[src/rtl/flash_erase_pkg.sv]
package flash_erase_pkg;

  typedef enum logic [3:0] {
    S_IDLE, S_VPPW, S_WDON, S_ERASE, S_EOFF, S_VS1, S_DWR,
    S_VS2, S_RD, S_CHK, S_RETRY, S_CLREV, S_CLRBLK, S_FIN
  } seqState_e;

  typedef enum logic [1:0] {T_VPP, T_VS1, T_VS2, T_ERASE} tmrSel_e;

  // strobes from control to datapath
  typedef struct packed {
    logic    capture;   // latch block index
    logic    restart;   // erase time = initial, pass = 1
    logic    grow;      // lengthen erase time, pass + 1
    logic    tmrLoad;
    tmrSel_e tmrSel;
    logic    offClr;
    logic    offInc;
  } dpCtl_t;

endpackage

[src/rtl/ferase_dp.sv]
module ferase_dp
  import flash_erase_pkg::*;
#(
  parameter int NBLK          = 8,
  parameter int BLK_BYTES     = 128,
  parameter int CYC_PER_US    = 50,
  parameter int VPP_US        = 8,
  parameter int VS1_US        = 4,
  parameter int VS2_US        = 2,
  parameter int INIT_ERASE_US = 6250,
  parameter int MAX_ERASE_US  = 50000,
  parameter int MAX_PASS      = 602
) (
  input  logic                              clk,
  input  logic                              rstN,
  input  dpCtl_t                            ctl,
  input  logic [$clog2(NBLK)-1:0]           blkIdx,
  output logic                              tmrLast,
  output logic                              lastOff,
  output logic                              passMax,
  output logic [NBLK-1:0]                   blkHot,
  output logic [$clog2(NBLK*BLK_BYTES)-1:0] memAddr
);
  localparam int BW       = $clog2(NBLK);
  localparam int AW       = $clog2(NBLK * BLK_BYTES);
  localparam int OW       = $clog2(BLK_BYTES);
  localparam int CYC_VPP  = VPP_US * CYC_PER_US;
  localparam int CYC_VS1  = VS1_US * CYC_PER_US;
  localparam int CYC_VS2  = VS2_US * CYC_PER_US;
  localparam int INIT_CYC = INIT_ERASE_US * CYC_PER_US;
  localparam int MAX_CYC  = MAX_ERASE_US * CYC_PER_US;
  localparam int TW       = $clog2(MAX_CYC + CYC_VPP + CYC_VS1 + CYC_VS2 + 1);
  localparam int WW       = TW + 4;
  localparam int NW       = $clog2(MAX_PASS + 1);

  logic [BW-1:0] blkReg;
  logic [TW-1:0] tmrCnt, ldVal, xCur;
  logic [NW-1:0] nPass;
  logic [OW-1:0] off;
  logic [WW-1:0] addV, nextX;

  always_comb begin
    case (ctl.tmrSel)
      T_VPP:   ldVal = TW'(CYC_VPP);
      T_VS1:   ldVal = TW'(CYC_VS1);
      T_VS2:   ldVal = TW'(CYC_VS2);
      default: ldVal = xCur;
    endcase
  end

  // incremental growth for the early passes, doubling afterwards, capped
  always_comb begin
    addV  = WW'(INIT_CYC) << (nPass - NW'(1));
    nextX = (32'(nPass) < 5) ? (WW'(xCur) + addV) : (WW'(xCur) << 1);
  end

  always_ff @(posedge clk) begin
    if (!rstN) begin
      blkReg <= '0;
      tmrCnt <= '0;
      xCur   <= TW'(INIT_CYC);
      nPass  <= NW'(1);
      off    <= '0;
    end else begin
      if (ctl.capture) blkReg <= blkIdx;
      if (ctl.tmrLoad)          tmrCnt <= ldVal;
      else if (tmrCnt != '0)    tmrCnt <= tmrCnt - TW'(1);
      if (ctl.restart) begin
        xCur  <= TW'(INIT_CYC);
        nPass <= NW'(1);
      end else if (ctl.grow) begin
        xCur  <= (nextX > WW'(MAX_CYC)) ? TW'(MAX_CYC) : nextX[TW-1:0];
        nPass <= nPass + NW'(1);
      end
      if (ctl.offClr)      off <= '0;
      else if (ctl.offInc) off <= off + OW'(1);
    end
  end

  for (genvar g = 0; g < NBLK; g++) begin : g_hot
    assign blkHot[g] = (blkReg == BW'(g));
  end

  assign tmrLast = (tmrCnt == TW'(1));
  assign lastOff = (off == OW'(BLK_BYTES - 1));
  assign passMax = (32'(nPass) >= MAX_PASS);
  assign memAddr = AW'(blkReg) * AW'(BLK_BYTES) + AW'(off);


  erase_cap_chk: assert property (@(posedge clk) disable iff (!rstN)
    xCur <= TW'(MAX_CYC));

  pass_limit_chk: assert property (@(posedge clk) disable iff (!rstN)
    ctl.grow |-> (32'(nPass) < MAX_PASS));

  addr_restart_chk: assert property (@(posedge clk) disable iff (!rstN)
    ctl.offClr |=> (memAddr == AW'(blkReg) * AW'(BLK_BYTES)));

endmodule

[src/rtl/ferase_ctl.sv]
module ferase_ctl
  import flash_erase_pkg::*;
#(
  parameter int NBLK = 8
) (
  input  logic            clk,
  input  logic            rstN,
  input  logic            start,
  input  logic [7:0]      memRdata,
  input  logic            tmrLast,
  input  logic            lastOff,
  input  logic            passMax,
  input  logic [NBLK-1:0] blkHot,
  output dpCtl_t          ctl,
  output logic            vppEn,
  output logic            eraseEn,
  output logic            verifyEn,
  output logic            wdtEn,
  output logic [NBLK-1:0] blkSel,
  output logic            memWr,
  output logic            memRd,
  output logic            done,
  output logic            err
);
  seqState_e state, nxt;
  logic      errFlag, errNxt, rdOk, blkOn;

  assign rdOk = (memRdata == 8'hFF);

  always_comb begin
    nxt    = state;
    errNxt = errFlag;
    ctl    = '0;
    case (state)
      S_IDLE: if (start) begin
        ctl.capture = 1'b1;
        ctl.restart = 1'b1;
        ctl.tmrLoad = 1'b1;
        ctl.tmrSel  = T_VPP;
        errNxt      = 1'b0;
        nxt         = S_VPPW;
      end
      S_VPPW:  if (tmrLast) nxt = S_WDON;
      S_WDON: begin
        ctl.tmrLoad = 1'b1;
        ctl.tmrSel  = T_ERASE;
        nxt         = S_ERASE;
      end
      S_ERASE: if (tmrLast) nxt = S_EOFF;
      S_EOFF: begin
        ctl.offClr  = 1'b1;
        ctl.tmrLoad = 1'b1;
        ctl.tmrSel  = T_VS1;
        nxt         = S_VS1;
      end
      S_VS1:   if (tmrLast) nxt = S_DWR;
      S_DWR: begin
        ctl.tmrLoad = 1'b1;
        ctl.tmrSel  = T_VS2;
        nxt         = S_VS2;
      end
      S_VS2:   if (tmrLast) nxt = S_RD;
      S_RD:    nxt = S_CHK;
      S_CHK: begin
        if (rdOk) begin
          if (lastOff) nxt = S_CLREV;
          else begin
            ctl.offInc = 1'b1;
            nxt        = S_DWR;
          end
        end else if (passMax) begin
          errNxt = 1'b1;
          nxt    = S_CLREV;
        end else begin
          ctl.grow = 1'b1;
          nxt      = S_RETRY;
        end
      end
      S_RETRY:  nxt = S_WDON;
      S_CLREV:  nxt = S_CLRBLK;
      S_CLRBLK: nxt = S_FIN;
      default:  nxt = S_IDLE;
    endcase
  end

  always_ff @(posedge clk) begin
    if (!rstN) begin
      state   <= S_IDLE;
      errFlag <= 1'b0;
    end else begin
      state   <= nxt;
      errFlag <= errNxt;
    end
  end

  always_comb begin
    vppEn    = !(state inside {S_IDLE, S_FIN});
    blkOn    = vppEn && !(state inside {S_VPPW, S_CLRBLK});
    wdtEn    = state inside {S_WDON, S_ERASE};
    eraseEn  = (state == S_ERASE);
    verifyEn = state inside {S_VS1, S_DWR, S_VS2, S_RD, S_CHK};
    memWr    = (state == S_DWR);
    memRd    = (state == S_RD);
    done     = (state == S_FIN) && !errFlag;
    err      = (state == S_FIN) && errFlag;
    blkSel   = blkOn ? blkHot : '0;
  end


  single_pulse_chk: assert property (@(posedge clk) disable iff (!rstN)
    (done || err) |=> !(done || err));

  wdt_lead_chk: assert property (@(posedge clk) disable iff (!rstN)
    $rose(eraseEn) |-> $past(wdtEn));

  vpp_last_chk: assert property (@(posedge clk) disable iff (!rstN)
    $fell(vppEn) |-> ($past(blkSel) == '0 && !$past(verifyEn)));

  wr_in_verify_chk: assert property (@(posedge clk) disable iff (!rstN)
    memWr |-> (verifyEn && vppEn && $onehot0(blkSel) && blkSel != '0));

endmodule

[src/rtl/flash_erase_seq.sv]
module flash_erase_seq
  import flash_erase_pkg::*;
#(
  parameter int NBLK          = 8,
  parameter int BLK_BYTES     = 128,
  parameter int CYC_PER_US    = 50,
  parameter int VPP_US        = 8,
  parameter int VS1_US        = 4,
  parameter int VS2_US        = 2,
  parameter int INIT_ERASE_US = 6250,
  parameter int MAX_ERASE_US  = 50000,
  parameter int MAX_PASS      = 602
) (
  input  logic                              clk,
  input  logic                              rstN,
  input  logic                              start,
  input  logic [$clog2(NBLK)-1:0]           blkIdx,
  output logic                              done,
  output logic                              err,
  output logic                              vppEn,
  output logic                              eraseEn,
  output logic                              verifyEn,
  output logic                              wdtEn,
  output logic [NBLK-1:0]                   blkSel,
  output logic                              memWr,
  output logic                              memRd,
  output logic [$clog2(NBLK*BLK_BYTES)-1:0] memAddr,
  output logic [7:0]                        memWdata,
  input  logic [7:0]                        memRdata
);
  dpCtl_t          ctl;
  logic            tmrLast, lastOff, passMax;
  logic [NBLK-1:0] blkHot;

  assign memWdata = 8'hFF;

  ferase_ctl #(.NBLK(NBLK)) u_ctl (
    .clk(clk), .rstN(rstN), .start(start), .memRdata(memRdata),
    .tmrLast(tmrLast), .lastOff(lastOff), .passMax(passMax), .blkHot(blkHot),
    .ctl(ctl), .vppEn(vppEn), .eraseEn(eraseEn), .verifyEn(verifyEn),
    .wdtEn(wdtEn), .blkSel(blkSel), .memWr(memWr), .memRd(memRd),
    .done(done), .err(err)
  );

  ferase_dp #(
    .NBLK(NBLK), .BLK_BYTES(BLK_BYTES), .CYC_PER_US(CYC_PER_US),
    .VPP_US(VPP_US), .VS1_US(VS1_US), .VS2_US(VS2_US),
    .INIT_ERASE_US(INIT_ERASE_US), .MAX_ERASE_US(MAX_ERASE_US),
    .MAX_PASS(MAX_PASS)
  ) u_dp (
    .clk(clk), .rstN(rstN), .ctl(ctl), .blkIdx(blkIdx),
    .tmrLast(tmrLast), .lastOff(lastOff), .passMax(passMax),
    .blkHot(blkHot), .memAddr(memAddr)
  );

endmodule

[config.mk]
export PLATFORM = sky130hd
export DESIGN_NAME = flash_erase_seq
export DESIGN_NICKNAME = d
export VERILOG_FILES = /design/src/rtl/flash_erase_pkg.sv /design/src/rtl/ferase_dp.sv /design/src/rtl/ferase_ctl.sv /design/src/rtl/flash_erase_seq.sv
export SDC_FILE = /design/constraint.sdc
export NUM_CORES = 1
export LEC_CHECK = 0
export ABC_CLOCK_PERIOD_IN_PS = 8400
export CAP_MARGIN = 20
export CORE_UTILIZATION = 32
export CTS_CLUSTER_DIAMETER = 60
export CTS_CLUSTER_SIZE = 8
export DETAILED_ROUTE_END_ITERATION = 7
export HOLD_SLACK_MARGIN = 0.08
export PLACE_DENSITY_LB_ADDON = 0.12
export SYNTH_ARGS = -nofsm -noshare
export SYNTH_HDL_FRONTEND = slang
export SYNTH_SLANG_ARGS = --single-unit
[constraint.sdc]
create_clock -name clk -period 8.4 [get_ports clk]
set_input_delay 1.68 -clock clk [delete_from_list [all_inputs] [get_ports clk]]
set_output_delay 1.68 -clock clk [all_outputs]
set_load 0.005 [all_outputs]
==> impl_metrics.tcl, run 1 <==
set metrics [dict create \
    status "complete, no violations" \
    post-cts-setup-buffers 0 \
    core_area_um2 16800 \
    fill_cells 1780 \
    netlist_area_um2 5550 \
    antenna_left 0 \
    end_kind "register" \
    ys_seq_elements 69 \
    hold_class "reg2reg" \
    finalCritPeriodShare_pct 79.6 \
    drv_cap 0 \
    p_comb_share_pct 31.9 \
    power_switching_share_pct 35.5 \
    cp_slowest_cell "dfxtp_1" \
    final-setup-viol-count 0 \
    cts_htree_levels 3 \
    clock_latency_ns 0.33 \
    max_freq_mhz 150 \
    powerDensity_nw_per_um2 179 \
    die_w_um 134 \
    p_int_uw 735 \
    wl_per_cell_um 16.7 \
    ys_seq_area_share_pct 24.9 \
    pin_count 48 \
    seqCellArea_um2 1380 \
    place_area_um2 6070 \
    avgSynthCellArea_um2 7.32 \
    fin_setup_tns_ns 0 \
    sequentialPowerShare_pct 36.8 \
    crit_path_max_fanout 28 \
    cts_max_path_buffers 2 \
    slew_headroom_pct 31.5 \
    drt_iter0_markers 480 \
    worst_pin_slew_ns 1.02 \
    grtUsageTotal_pct 18.7 \
    vias_per_cell 5.61 \
    cp_top_family "simple AND/OR/NAND/NOR gates" \
    hpwl_mm 12.5 \
    power.switching_uw 404 \
    final_nets 818 \
    die-height_um 134 \
    max-vdd-ir-drop_mv 0.0882 \
    cts_tree "yes" \
    rsz0062_at_grt "false" \
    synth_enable_flop_cells 0 \
    design_area_um2 6350 \
    core.rowCount 47 \
    max_stage_delay_ns 0.94 \
    report.final.hold_viol_count 0 \
    synth_warnings 0 \
    ctsResizeCount 0 \
    start_kind "register" \
    cts.sinks 69 \
    crit_path_cell_trace "inv_1 > ha_1 > nor3_1 > nand3b_1 > nand2_1 > a31oi_1 > nor3_1 > and3_1 > nand2b_1 > nor2_1 > ha_1 > inv_1 > fa_1 > nor2b_1 > o31ai_2 > a21oi_1 > o21ai_0 > o211ai_1 > a211oi_1 > o21ai_0 > nor2_2 > nand2_2 > o22ai_1" \
    drive_gt1_share_pct 4.50 \
    area_growth_pct 14.4 \
    clockRootBuffer "clkbuf_16" \
    via_count 5601 \
    antenna_found_initial 0 \
    synthCells 758 \
    clk_pin_slew_ns 0.05 \
    yosysUniqueCellTypes 68 \
    period_minus_slack_ns 6.69 \
    cts_buffers 9 \
    grt_overflow 0 \
    wl_mm 16.6 \
    instances_no_fill 998 \
    port_buffers 39 \
    hold_buffers 0 \
    start_util_pct 33.1 \
    crit_buf_inv 2 \
    leakage_uw 0.00253 \
    cp.arrival_ns 6.89 \
    grt_pass1_vias 5046 \
    route.detailed.drc 0 \
    holdWs_ns 0.513 \
    synth_flop_cell "dfxtp_1" \
    clock_power_share_pct 31.4 \
    diodes 0 \
    synthArstFlopShare_pct 0 \
    drt_first_pass_iters 4 \
    post-place-cells 982 \
    skew_ns 0.00835 \
    grt_max_degree 31 \
    required_ns 8.61 \
    place_congestion 0.896 \
    die-area_um2 17900 \
    grt_pass1_wl_mm 26.7 \
    power_uw 1140 \
    path_class "reg2reg" \
    multi_input_area_um2 3920 \
    slew_viol_final 0 \
]
[through the flow]
stage                     util (%)  worst slack (ns)
after floorplan                  -              3.36
after global placement        36.2              2.00
after detailed placement      36.2              1.90
after CTS                     37.9              1.85
after global routing          37.9              1.18
final                         37.9              1.71
[cells by family (layout without fill, tap and decap cells)]
family	after synthesis	in the layout	synth area share, %
xor gates and xnor gates	42	42	6.63
DFF	69	69	24.9
buffers and inverters	64	77	4.94
muxes	17	17	3.07
other	1	8	0.0676
adders and majority gates	32	32	7.31
and+or+nand+nor	312	312	27.1
AOI/OAI and AO/OA	221	221	26.0
[state kept, by name (all words and copies together), names as in the netlist]
signal and cells:
u_dp.xCur 22, u_dp.blkReg 3, u_dp.off 7, u_dp.nPass 10, u_ctl.state 4, u_ctl.errFlag 1, u_dp.tmrCnt 22
[layout make-up]
class / instances / area share, %
clock buffers: 13 / 4.10
clock inverters: 3 / 0.315
inverters: 17 / 1.01
multi-input cells: 632 / 61.7
flip-flops and latches: 69 / 21.8
well taps: 220 / 4.34
repair buffers: 44 / 6.74
[worst min-delay path, stage by stage, from the launching register on]
cell	delay [ns]
dfxtp_1	0.35
a31oi_1	0.05
nor2_1	0.07
[cell usage after synthesis (all sizes together), types with 4 or more instances]
cell    number  area share, %
nor2        90            6.1
a32o         5           0.90
nor3        26            2.4
o21a         4           0.54
nand4        9            1.0
xor2        23            3.6
a211o        4           0.63
nand2b      12            1.4
nand3       22            2.0
or3          8           0.90
nor4        13            1.5
nand2       83            5.7
a21o         6           0.81
a31oi       14            1.6
and2         5           0.56
clkbuf      34            2.3
or4          5           0.74
xnor2       19            3.0
mux2i       17            3.1
buf         13            1.5
o21ai       45            4.1
o21bai       4           0.61
and3        13            1.5
o211ai       9            1.3
dfxtp       69             25
a211oi      23            3.2
or2          4           0.45
ha          30            6.8
a21oi       64            5.8
inv         17            1.2
a311oi       6           0.95
o31ai        8            1.2
nor2b       13            1.6
o31a         4           0.63
nand3b       5           0.68
[placed cells by master, fill, tap and decap left out, drive strengths merged, types with 4 or more instances in the layout]
cell,Yosys,final
ha,30,30
a31oi,14,14
buf,13,5
nor4,13,13
a211oi,23,23
and2,5,5
xnor2,19,19
a21o,6,6
o31ai,8,8
mux2i,17,17
nor2,90,90
nand3b,5,5
o21ai,45,45
conb,1,8
clkbuf,34,13
inv,17,17
o211ai,9,9
o31a,4,4
or3,8,8
nand4,9,9
nor3,26,26
clkdlybuf4s50,0,39
nand3,22,22
dfxtp,69,69
a211o,4,4
or2,4,4
o21a,4,4
nand2b,12,12
nand2,83,83
o21bai,4,4
a311oi,6,6
nor2b,13,13
xor2,23,23
a32o,5,5
a21oi,64,64
and3,13,13
or4,5,5
[per-layer routing]
layer | vias to the layer above | global-route usage, % | share of wire [%]
met2 | 136 | 28.6 | 44
met1 | 2654 | 27.0 | 50
met4 | 0 | 7.07 | 2.2
li1 | 2791 | - | -
met5 | - | 0 | 0
met3 | 20 | 1.83 | 3.3
[final timing paths]
check                                  start                        end  slack [ns]  depth (start not counted)
setup / recovery  u_dp.nPass[0]$_SDFFE_PP1P_  u_dp.xCur[3]$_SDFFE_PP0P_        1.71                         23
hold reg to reg     u_dp.off[6]$_SDFFE_PP0P_   u_dp.off[6]$_SDFFE_PP0P_        0.51                          2
hold / removal      u_dp.off[6]$_SDFFE_PP0P_   u_dp.off[6]$_SDFFE_PP0P_        0.51                          2
setup reg to reg  u_dp.nPass[0]$_SDFFE_PP1P_  u_dp.xCur[3]$_SDFFE_PP0P_        1.71                         23
[power groups by stage]
stage	registers (µW)	logic (µW)	clock network, µW
after floorplan	404	280	0
after global placement	423	356	0
after detailed placement	424	359	0
after CTS	417	362	363
after global routing	426	411	380
final	419	363	357
(Power assumes the default switching activity.)
==> inputs of run 2 (changes only) <==
--- a/config.mk
+++ b/config.mk
@@ -5,7 +5,7 @@
 export SDC_FILE = /design/constraint.sdc
 export NUM_CORES = 1
 export LEC_CHECK = 0
-export ABC_CLOCK_PERIOD_IN_PS = 8400
+export ABC_CLOCK_PERIOD_IN_PS = 5700
 export CAP_MARGIN = 20
 export CORE_UTILIZATION = 32
 export CTS_CLUSTER_DIAMETER = 60
==> constraint.sdc (replaced) <==
create_clock -name clk -period 5.7 [get_ports clk]
set_input_delay 1.14 -clock clk [delete_from_list [all_inputs] [get_ports clk]]
set_output_delay 1.14 -clock clk [all_outputs]
set_load 0.005 [all_outputs]
==> impl_metrics.tcl, run 2 (synthesis gave the netlist of run 1 again) <==
set metrics [dict create \
    startpoint "u_dp.nPass[1]$_SDFFE_PP0P_" \
    finalCritPeriodShare_pct 92.0 \
    r2r-start "u_dp.nPass[1]$_SDFFE_PP0P_" \
    leakage_uw 0.00260 \
    status "complete, no violations" \
    via_count 5621 \
    drv_cap 0 \
    min_from "u_dp.off[6]$_SDFFE_PP0P_" \
    drt_iter0_markers 394 \
    drt_first_pass_iters 4 \
    antenna_left 0 \
    final-setup-viol-count 0 \
    cp.arrival_ns 5.45 \
    post-place-cells 989 \
    layout_commonest_cell "nor2_1" \
    worst_pin_slew_ns 0.825 \
    clock_latency_ns 0.33 \
    vias_per_cell 5.59 \
    wl_per_cell_um 16.4 \
    antenna_found_initial 0 \
    die-area_um2 17900 \
    grt_overflow 0 \
    place_congestion 0.910 \
    hold_buffers 0 \
    rsz0062_at_grt "false" \
    path_class "reg2reg" \
    route.detailed.drc 0 \
    instances_no_fill 1006 \
    largestRegisters "u_dp.tmrCnt (22), u_dp.xCur (22), u_dp.nPass (10)" \
    fin_ws_ns 0.455 \
    dp_slack_ns 0.371 \
    area_growth_pct 16.5 \
    hpwl_mm 12.4 \
    port_buffers 39 \
    grt_max_degree 31 \
    required_ns 5.90 \
    die_w_um 134 \
    cts_max_path_buffers 2 \
    wl_mm 16.5 \
    clk_pin_slew_ns 0.06 \
    cts_htree_levels 3 \
    max-vdd-ir-drop_mv 0.124 \
    report.final.hold_viol_count 0 \
    place_area_um2 6120 \
    cts_buffers 9 \
    design_area_um2 6460 \
    slew_viol_final 0 \
    grt_pass1_vias 5170 \
    drive_gt1_share_pct 5.85 \
    powerDensity_nw_per_um2 273 \
    hold_class "reg2reg" \
    pin_count 48 \
    grt_pass1_wl_mm 26.6 \
    final_cell_mix "89 x nor2_1, 82 x nand2_1, 69 x dfxtp_1" \
    crit_path_max_fanout 9 \
    cts.sinks 69 \
    max_freq_mhz 191 \
    utilization_pct 38.6 \
    die-height_um 134 \
    end_kind "register" \
    fin_setup_tns_ns 0 \
    period_minus_slack_ns 5.25 \
    skew_ns 0.00991 \
    start_kind "register" \
    grtUsageTotal_pct 18.5 \
    core.rowCount 47 \
    core_area_um2 16800 \
    final_nets 826 \
    clockRootBuffer "clkbuf_16" \
    cts_tree "yes" \
    slew_headroom_pct 45.0 \
    diodes 0 \
    start_util_pct 33.1 \
]
run 2: power by group:
part	switching, µW	total [µW]	internal, µW	leakage (µW)
clock network	225	610	385	0.000152
registers	75.2	617	541	0.000560
logic	310	536	226	0.00188
run 2: timing repair:
| action | 4_1_cts | 5_1_grt |
|---|---|---|
| hold endpoints to repair | 0 | 0 |
| gates resized for setup | 0 | 4 |
| setup buffers | 0 | 1 |
| endpoints found under the setup margin | 0 | 20 |
run 2: critical path, stage by stage, from the launching register on:
cell	delay, ns
dfxtp_1	0.48
inv_1	0.08
ha_1	0.30
o21ai_0	0.28
nor3_1	0.07
nor3_1	0.15
a31oi_1	0.07
nor3_1	0.16
buf_4	0.17
and3_1	0.24
nand2b_1	0.13
nand2b_1	0.22
inv_1	0.08
ha_1	0.23
a211oi_1	0.38
o211ai_1	0.24
buf_4	0.21
and3_1	0.16
o31ai_1	0.33
nand2_1	0.10
a31o_1	0.24
a211oi_2	0.33
o21bai_4	0.14
nand2b_1	0.19
o21ai_0	0.12
run 2: final cells by class:
type,instances,area (µm²)
repair buffers,52,488
clock inverters,7,97.6
clock buffers,9,225
fillers,1781,10300
well taps,220,275
inverters,17,63.8
flip-flops and latches,69,1380
multi-input cells,632,3930
run 2: metal layers:
metal,global-route usage [%],share of wire [%]
met5,0,0
met4,6.19,2.0
met3,2.25,3.7
met2,28.8,44
met1,26.1,50
run 2: metrics by stage:
stage | total power [µW] | hold slack (ns)
after CTS | 1780 | 0.507
after global routing | 1890 | 0.543
after detailed placement | 1160 | 0.485
final | 1760 | 0.499
after global placement | 1150 | 0.488
after floorplan | 1010 | 0.442
run 2: final timing paths:
| kind | endpoint | slack [ns] | cells past startpoint |
|---|---|---|---|
| max | u_dp.xCur[2]$_SDFFE_PP1P_ | 0.45 | 24 |
| min | u_dp.off[6]$_SDFFE_PP0P_ | 0.50 | 2 |
| max reg2reg | u_dp.xCur[2]$_SDFFE_PP1P_ | 0.45 | 24 |
| min reg2reg | u_dp.off[6]$_SDFFE_PP0P_ | 0.50 | 2 |
